`src/rtl/swm_pkg.sv`:
```
package swm_pkg;

    // Phase of the power-on qualification sequencer
    typedef enum logic {
        POR_WAIT  = 1'b0,
        POR_READY = 1'b1
    } por_phase_e;

    // Registered top-level outputs
    typedef struct packed {
        logic supply_good;
        logic gate_permit;
    } mon_out_t;

    // Counter width able to hold values 0..n
    function automatic int cnt_width(input int n);
        return (n < 2) ? 1 : $clog2(n + 1);
    endfunction

endpackage

```
`src/rtl/swm_fault_filter.sv`:
```
module swm_fault_filter #(
    parameter int FILT_TICKS = 120
) (
    input  logic clk,
    input  logic rst_n,
    input  logic clear,
    input  logic tick,
    input  logic trip,
    output logic fault_o,
    output logic hyst_o
);
    localparam int CW = swm_pkg::cnt_width(FILT_TICKS);
    localparam logic [CW-1:0] LAST = CW'(FILT_TICKS - 1);

    typedef struct packed {
        logic [CW-1:0] cnt;
        logic          fault;
        logic          hyst;
    } filt_state_t;

    filt_state_t st_d, st_q;

    always_comb begin
        st_d = st_q;
        if (clear) begin
            st_d = '0;
        end else begin
            st_d.hyst = trip;
            if (!trip) begin
                // recovery is accepted at once; count starts over
                st_d.cnt   = '0;
                st_d.fault = 1'b0;
            end else if (!st_q.fault && tick) begin
                if (st_q.cnt == LAST) begin
                    st_d.fault = 1'b1;
                    st_d.cnt   = '0;
                end else begin
                    st_d.cnt = st_q.cnt + 1'b1;
                end
            end
        end
    end

    always_ff @(posedge clk or negedge rst_n) begin
        if (!rst_n) st_q <= '0;
        else        st_q <= st_d;
    end

    assign fault_o = st_q.fault;
    assign hyst_o  = st_q.hyst;

    assert_recover_at_once_R3: assert property (@(posedge clk) disable iff (!rst_n)
        !trip |=> !fault_o);
    assert_fault_on_tick_R10: assert property (@(posedge clk) disable iff (!rst_n)
        $rose(fault_o) |-> $past(trip && tick && !clear));
    assert_hyst_follows_R8: assert property (@(posedge clk) disable iff (!rst_n)
        (trip && !clear) |=> hyst_o);
    assert_clear_empties_R9: assert property (@(posedge clk) disable iff (!rst_n)
        clear |=> (!fault_o && !hyst_o));

endmodule

```
`src/rtl/swm_por_qualifier.sv`:
```
module swm_por_qualifier #(
    parameter int POR_TICKS = 30000
) (
    input  logic clk,
    input  logic rst_n,
    input  logic clear,
    input  logic tick,
    input  logic in_window,
    output logic done_o
);
    import swm_pkg::*;

    localparam int CW = cnt_width(POR_TICKS);
    localparam logic [CW-1:0] LAST = CW'(POR_TICKS - 1);

    typedef struct packed {
        por_phase_e    phase;
        logic [CW-1:0] cnt;
    } por_state_t;

    por_state_t st_d, st_q;

    always_comb begin
        st_d = st_q;
        if (clear) begin
            st_d.phase = POR_WAIT;
            st_d.cnt   = '0;
        end else if (st_q.phase == POR_WAIT) begin
            if (!in_window) begin
                st_d.cnt = '0;
            end else if (tick) begin
                if (st_q.cnt == LAST) begin
                    st_d.phase = POR_READY;
                    st_d.cnt   = '0;
                end else begin
                    st_d.cnt = st_q.cnt + 1'b1;
                end
            end
        end
    end

    always_ff @(posedge clk or negedge rst_n) begin
        if (!rst_n) begin
            st_q.phase <= POR_WAIT;
            st_q.cnt   <= '0;
        end else begin
            st_q <= st_d;
        end
    end

    assign done_o = (st_q.phase == POR_READY);

    assert_qualify_in_window_R5: assert property (@(posedge clk) disable iff (!rst_n)
        $rose(done_o) |-> $past(tick && in_window && !clear));
    assert_qualify_sticky_R5: assert property (@(posedge clk) disable iff (!rst_n)
        (done_o && !clear) |=> done_o);

endmodule

```
`src/rtl/supply_window_monitor.sv`:
```
module supply_window_monitor #(
    parameter int UV_FILT_TICKS = 120,
    parameter int OV_FILT_TICKS = 1,
    parameter int POR_TICKS     = 30000
) (
    input  logic clk,
    input  logic rst_n,
    input  logic tick,
    input  logic lockout,
    input  logic uv_trip,
    input  logic ov_trip,
    output logic supply_good,
    output logic gate_permit,
    output logic uv_sink_en,
    output logic ov_source_en
);
    import swm_pkg::*;

    logic uv_fault, ov_fault, por_done;
    mon_out_t out_d, out_q;

    swm_fault_filter #(.FILT_TICKS(UV_FILT_TICKS)) u_uv_filter (
        .clk     (clk),
        .rst_n   (rst_n),
        .clear   (lockout),
        .tick    (tick),
        .trip    (uv_trip),
        .fault_o (uv_fault),
        .hyst_o  (uv_sink_en)
    );

    swm_fault_filter #(.FILT_TICKS(OV_FILT_TICKS)) u_ov_filter (
        .clk     (clk),
        .rst_n   (rst_n),
        .clear   (lockout),
        .tick    (tick),
        .trip    (ov_trip),
        .fault_o (ov_fault),
        .hyst_o  (ov_source_en)
    );

    swm_por_qualifier #(.POR_TICKS(POR_TICKS)) u_por (
        .clk       (clk),
        .rst_n     (rst_n),
        .clear     (lockout),
        .tick      (tick),
        .in_window (!uv_trip && !ov_trip),
        .done_o    (por_done)
    );

    always_comb begin
        out_d.supply_good = !lockout && por_done && !uv_trip && !ov_trip;
        out_d.gate_permit = !lockout && por_done && !uv_fault && !ov_fault;
    end

    always_ff @(posedge clk or negedge rst_n) begin
        if (!rst_n) out_q <= '0;
        else        out_q <= out_d;
    end

    assign supply_good = out_q.supply_good;
    assign gate_permit = out_q.gate_permit;

    assert_permit_drop_cause_R6: assert property (@(posedge clk) disable iff (!rst_n)
        $fell(gate_permit) |-> $past(uv_fault || ov_fault || lockout));
    assert_good_in_window_R7: assert property (@(posedge clk) disable iff (!rst_n)
        supply_good |-> $past(!uv_trip && !ov_trip && !lockout));
    assert_good_after_por_R5: assert property (@(posedge clk) disable iff (!rst_n)
        supply_good |-> por_done);
    assert_lockout_quiet_R9: assert property (@(posedge clk) disable iff (!rst_n)
        lockout |=> (!supply_good && !gate_permit && !uv_sink_en && !ov_source_en));

endmodule

```
`config.mk`:
```
export PLATFORM = sky130hd
export DESIGN_NAME = supply_window_monitor
export DESIGN_NICKNAME = d
export VERILOG_FILES = /design/src/rtl/swm_pkg.sv /design/src/rtl/swm_fault_filter.sv /design/src/rtl/swm_por_qualifier.sv /design/src/rtl/supply_window_monitor.sv
export SDC_FILE = /design/constraint.sdc
export NUM_CORES = 1
export LEC_CHECK = 0
export BUFFER_PORTS_ARGS = -buffer_cell sky130_fd_sc_hd__buf_2
export CORE_ASPECT_RATIO = 0.8
export CORE_MARGIN = 4
export CORE_UTILIZATION = 52
export DETAILED_ROUTE_END_ITERATION = 7
export GPL_ROUTABILITY_DRIVEN = 0
export PLACE_DENSITY = 0.7
export SYNTH_ARGS = -nofsm -noshare
export SYNTH_HDL_FRONTEND = slang
export SYNTH_SLANG_ARGS = --single-unit
```
`constraint.sdc`:
```
create_clock -name clk -period 2.46 [get_ports clk]
set_input_delay 0.246 -clock clk [delete_from_list [all_inputs] [get_ports clk]]
set_output_delay 0.246 -clock clk [all_outputs]
set_load 0.05 [all_outputs]
```
==> After elaboration in Yosys (flattened, before gate mapping) <==
Index checks and enable logic that the tools add are counted.
{ "totals": {"reg_bits": 30, "output_inout_bits": 4, "wordCells": 54} }
{ "classes": {"n_reduce_logical": 16, "n_addsub": 3, "mux": 17, "eq_ne": 8} }
{ "ops": {"columns": ["operator", "n"], "rows": [
  ["$mux 16", 3],
  ["$mux 15", 2],
  ["$mux 8", 2],
  ["$add 15x1->15 const B", 1],
  ["$eq 15x15->1 const B", 1],
  ["$mux 9", 1],
  ["$ne 3x2->1 const B", 3],
  ["$logic_and 1x1->1", 8],
  ["$add 7x1->7 const B", 1],
  ["$eq 7x7->1 const B", 1],
  ["$mux 7", 1],
  ["$ne 3x3->1 const B", 2],
  ["$reduce_and 2->1", 3],
  ["$logic_not 1->1", 5],
  ["$mux 1", 5],
  ["$mux 2", 2],
  ["$mux 3", 1],
  ["$ne 2x2->1 const B", 1],
  ["$add 1x1->1 const B", 1]
]} }

==> Logic depth before layout (Yosys ltp) <==
{ "logic_depth": {"ltp_word": 6, "ltp_mapped": 6, "mapped_depth_nobuf": 5} }

==> By module <==
Synthesis repeated with hierarchy kept, for this count alone.
{ "unflattened": {"hier_cells": 158, "area_unflattened_um2": 1605.3} }
{ "modules_own_cells": {"columns": ["mod", "area_each_um2", "n_inst", "cells_per_inst"], "rows": [
  ["swm_por_qualifier", 978.4, 1, 101],
  ["swm_fault_filter (u_uv_filter)", 471.7, 1, 48],
  ["supply_window_monitor", 83.8, 1, 5],
  ["swm_fault_filter (u_ov_filter)", 71.3, 1, 4]
]} }

==> Worst setup path before layout <==
Ideal clock, no wire load.
{ "synth_path": {"kind": "flip-flop to flip-flop", "startpoint": "register u_por.st_q[0] (netlist name)", "endpoint": "register u_por.st_q[14] (netlist name)", "period_less_slack_ps": 1644, "path_slack_ps": 816, "t_required_ps": 2356, "path_buffers": 1, "arrival_ps": 1541, "setup_time_ps": 104, "stages_incl_launch_ff": 7, "path_cell_list": "dfrtp_1 ha_1 and3_1 nand4_1 buf_2 nand2_2 o41ai_2"} }
{ "synth_via": {"elab_chain_cells": 6, "word_cells_on_any_way": 7, "classes_between": "1 x add/sub; 1 x eq/ne; 5 x mux"} }
{ "synth_rtl": {"columns": ["item", "line_no", "rtl"], "rows": [
  ["from (decl)", "swm_por_qualifier.sv:21", "por_state_t st_d, st_q;"],
  ["from (signal assigned)", "swm_por_qualifier.sv:47", "st_q <= st_d;"],
  ["$add 15x1->15 or $eq 15x15->1 (tied branches)", "swm_por_qualifier.sv:36, swm_por_qualifier.sv:32", null],
  ["$mux 15 *", "swm_por_qualifier.sv:32", "if (st_q.cnt == LAST) begin"],
  ["$mux 16 *", "swm_por_qualifier.sv:31", "end else if (tick) begin"],
  ["$mux 15 *", "swm_por_qualifier.sv:29", "if (!in_window) begin"],
  ["$mux 16 *", "swm_por_qualifier.sv:28", "end else if (st_q.phase == POR_WAIT) begin"],
  ["$mux 16 *", "swm_por_qualifier.sv:25", "if (clear) begin"]
]} }
Every way passes the cells marked *; elsewhere a longest branch is shown, timed or not. The select of a mux whose other input is x is not followed.
A chain may end at the register's enable or synchronous reset.

==> Worst setup path after layout <==
{ "layout_path": {"startpoint": "register u_por.st_q[0] (netlist name)", "endpoint": "register u_por.st_q[13] (netlist name)"} }
The elaborated chain is that of the path after synthesis.

==> flow_summary_export.csv <==
group,metric,value,unit
yosys,async_reset_ff_share,100,%
sta,relSlewSlack,58.5,%
worst_setup_path,r2r-start,"u_por.st_q[0]",
run_status,status,"finished with violations",
power_and_ir_drop,peakVddDrop,0.331,mV
sta,rsz0062_at_grt,"false",
sta,tightest_slew,623,ps
detailed_routing,num_vias,1300,
sta,slew_viol_final,0,
finish,fin_nets,180,
sta,fin_setup_tns,0,ps
clocking,cts_hold_buf,0,
global_route,grt_pass1_wl,5530,um
worst_setup_path,critPathArrivalTime,2050,ps
yosys,avgSynthCellArea,9.74,sq um
worst_setup_path,cp.required,2620,ps
yosys,syn_nets,168,
finish,layout-area-overhead-vs-synth,10.4,%
finish,fin_cells,211,
clocking,cts_buffers,5,
global_route,grt_max_degree,30,
place,place_inst,203,
clocking,tritoncts,"built",
floorplan,core,2810,sq um
yosys,syn_area,1560,sq um
yosys,synthCells,160,
finish,final_cell_mix,"dfrtp_1 (29), a31oi_1 (15), nor2_1 (12), nand3_1 (12), nand2_1 (10)",
detailed_routing,drt-pass1-iter-count,4,
worst_setup_path,end_kind,"flip-flop",
floorplan,io-pin-count,10,
finish,drive_above_1_share,15.6,%
worst_setup_path,crit_end,"u_por.st_q[13]",
sta,finalSetupViolations,0,
clocking,clock_sinks,29,
worst_setup_path,cp-start-kind,"flip-flop",
clocking,clk_latency,280,ps
place,port_buffers,9,
worst_setup_path,crit_type,"flip-flop to flip-flop",
clocking,clockBufferDepth,2,
clocking,ctsResizeCount,0,
floorplan,die_h,57.0,um
floorplan,start_util,55.5,%
power_and_ir_drop,power_density,521,nW/um^2
yosys,ys_types,43,
detailed_routing,ant_nets,0,
global_route,grt_antenna_before_repair,0,
finish,fill_cells,257,
yosys,ys_warn_count,0,
detailed_routing,wl_per_cell,14.6,um
place,hpwlAfterDp,2260,um
sta,fmax,529,MHz
worst_setup_path,crit_start,"u_por.st_q[0]",
global_route,grt_pass1_vias,1154,
clocking,clockRootBuffer,"clkbuf_8",
clocking,clkTransAtPathRegs,60,ps
yosys,seq_area_frac_synth,46.5,%
clocking,cts_setup_buffers,0,
power_and_ir_drop,leakage,0.753,nW
worst_setup_path,r2r_cells,5,
finish,diodes,0,
run_status,failed_checks,"negative hold slack",
finish,final_common_cell,"dfrtp_1",
min_path,worstHoldPathType,"input port to async pin",
job,cap_violations,0,
sta,skew,6.49,ps
worst_setup_path,r2r-end,"u_por.st_q[13]",
yosys,synthFlopType,"dfrtp_1",
worst_setup_path,r2r_slack,570,ps
detailed_routing,dr.first_iter.drc_count,88,
worst_setup_path,cp_max_fo,7,
floorplan,rows,17,
clocking,h-tree-depth,2,
sta,finalCritPeriodShare,76.9,%
global_route,grt.total_usage,17.6,%
sta,min_period,1890,ps
floorplan,die_width,69.2,um
yosys,synth_edf_count,0,
global_route,overflow,0,
sta,hold_viol,29,
detailed_routing,drc_errors,0,
floorplan,die_area,3940,sq um
yosys,ys_ff_latch,29,
detailed_routing,routed_wirelength,3080,um
sta,whs,-18.3,ps
detailed_routing,routed_via_density,6.16,
==> logic make-up (layout without fill, tap and decap cells) <==
group	count (synthesis)	count (layout)	share of synthesized area, %
AOI/OAI and AO/OA	39	39	18.3
xor gates and xnor gates	5	5	2.81
DFF	29	29	46.5
adders and majority gates	2	2	1.60
buffers and inverters	10	23	3.05
muxes	1	1	0.642
and+or+nand+nor	74	74	27.0
==> sequential cells by signal, indices dropped and copies added, names as in the netlist <==
signal               count
u_por.done_o             1
u_uv_filter.fault_o      1
u_uv_filter.st_q         7
u_ov_filter.fault_o      1
u_por.st_q              15
u_uv_filter.hyst_o       1
gate_permit              1
supply_good              1
u_ov_filter.hyst_o       1
==> cell usage after synthesis, types with 2 or more instances <==
cell | n | area, sq um
nor2_1 | 12 | 45.0
a41oi_1 | 2 | 17.5
nor3_1 | 4 | 20.0
nor4_1 | 2 | 12.5
and2_1 | 3 | 18.8
and4_1 | 3 | 26.3
clkbuf_1 | 4 | 15.0
a31oi_1 | 15 | 93.8
xnor2_1 | 5 | 43.8
nand2_1 | 10 | 37.5
buf_2 | 2 | 10.0
a31o_2 | 4 | 35.0
dfrtp_1 | 29 | 726
a22o_1 | 4 | 35.0
and3_1 | 7 | 43.8
or4_1 | 2 | 15.0
a21oi_1 | 5 | 25.0
inv_1 | 3 | 11.3
ha_1 | 2 | 25.0
a211oi_1 | 2 | 15.0
or3_1 | 2 | 12.5
nand3_1 | 12 | 60.1
nand2b_1 | 2 | 12.5
nand4_1 | 5 | 31.3
==> area by class of cell <==
cell class | count | area (sq um) | share of cell area [%]
Multi-Input combinational cell | 121 | 786 | 45.7
Sequential cell | 29 | 726 | 42.2
Clock buffer | 6 | 72.6 | 4.22
Timing Repair Buffer | 12 | 67.6 | 3.93
Tap cell | 38 | 47.5 | 2.76
Inverter | 3 | 11.3 | 0.655
Clock inverter | 2 | 10.0 | 0.582
==> where the power goes <==
part	switching (W)	total (W)	internal, W	leakage, nW
combinational	0.0000352	0.0000501	0.0000149	0.306
clock	0.000167	0.000362	0.000195	0.0450
sequential	0.00000257	0.000484	0.000481	0.402
==> per-stage QoR <==
stage / utilization [%] / setup slack, ps / hold WS, ps / power (W) / instance area (sq um)
2_1_floorplan: - / 816 / -49.6 / 0.000521 / 1560
3_3_place_gp: 58.3 / 635 / 294 / 0.000541 / 1640
3_5_place_dp: 58.3 / 565 / 304 / 0.000543 / 1640
4_1_cts: 61.3 / 585 / 3.58 / 0.000912 / 1720
5_1_grt: 61.3 / 422 / 36.4 / 0.000942 / 1720
6_report: 61.3 / 569 / -18.3 / 0.000896 / 1720
==> worst max-delay path, stage by stage, from the launching register on <==
cell	delay, ps
dfrtp_1	420
ha_1	220
and3_1	260
nand4_1	270
and2_1	280
a221o_1	320
==> worst min path at each step <==
stage / slack [ps] / cells past startpoint / from / to
after floorplan: -50 / 0 / rst_n / gate_permit
final: -20 / 1 / rst_n / u_uv_filter.st_q[4]
after CTS: 4 / 1 / rst_n / supply_good
after detailed placement: 300 / 1 / rst_n / u_ov_filter.hyst_o
after global placement: 290 / 1 / rst_n / gate_permit
after global routing: 40 / 1 / rst_n / u_por.st_q[6]
==> routing by layer <==
| layer | global-route usage [%] | share of wire [%] | wire [um] | up-vias |
|---|---|---|---|---|
| li1 | - | - | - | 642 |
| met1 | 25.9 | 53 | 1620 | 618 |
| met2 | 24.0 | 40 | 1220 | 35 |
| met3 | 5.46 | 6.5 | 200 | 5 |
| met4 | 7.24 | 1.3 | 40 | 0 |
| met5 | 0 | 0 | 0 | - |
Note: power is estimated with default switching activity, not from simulation.
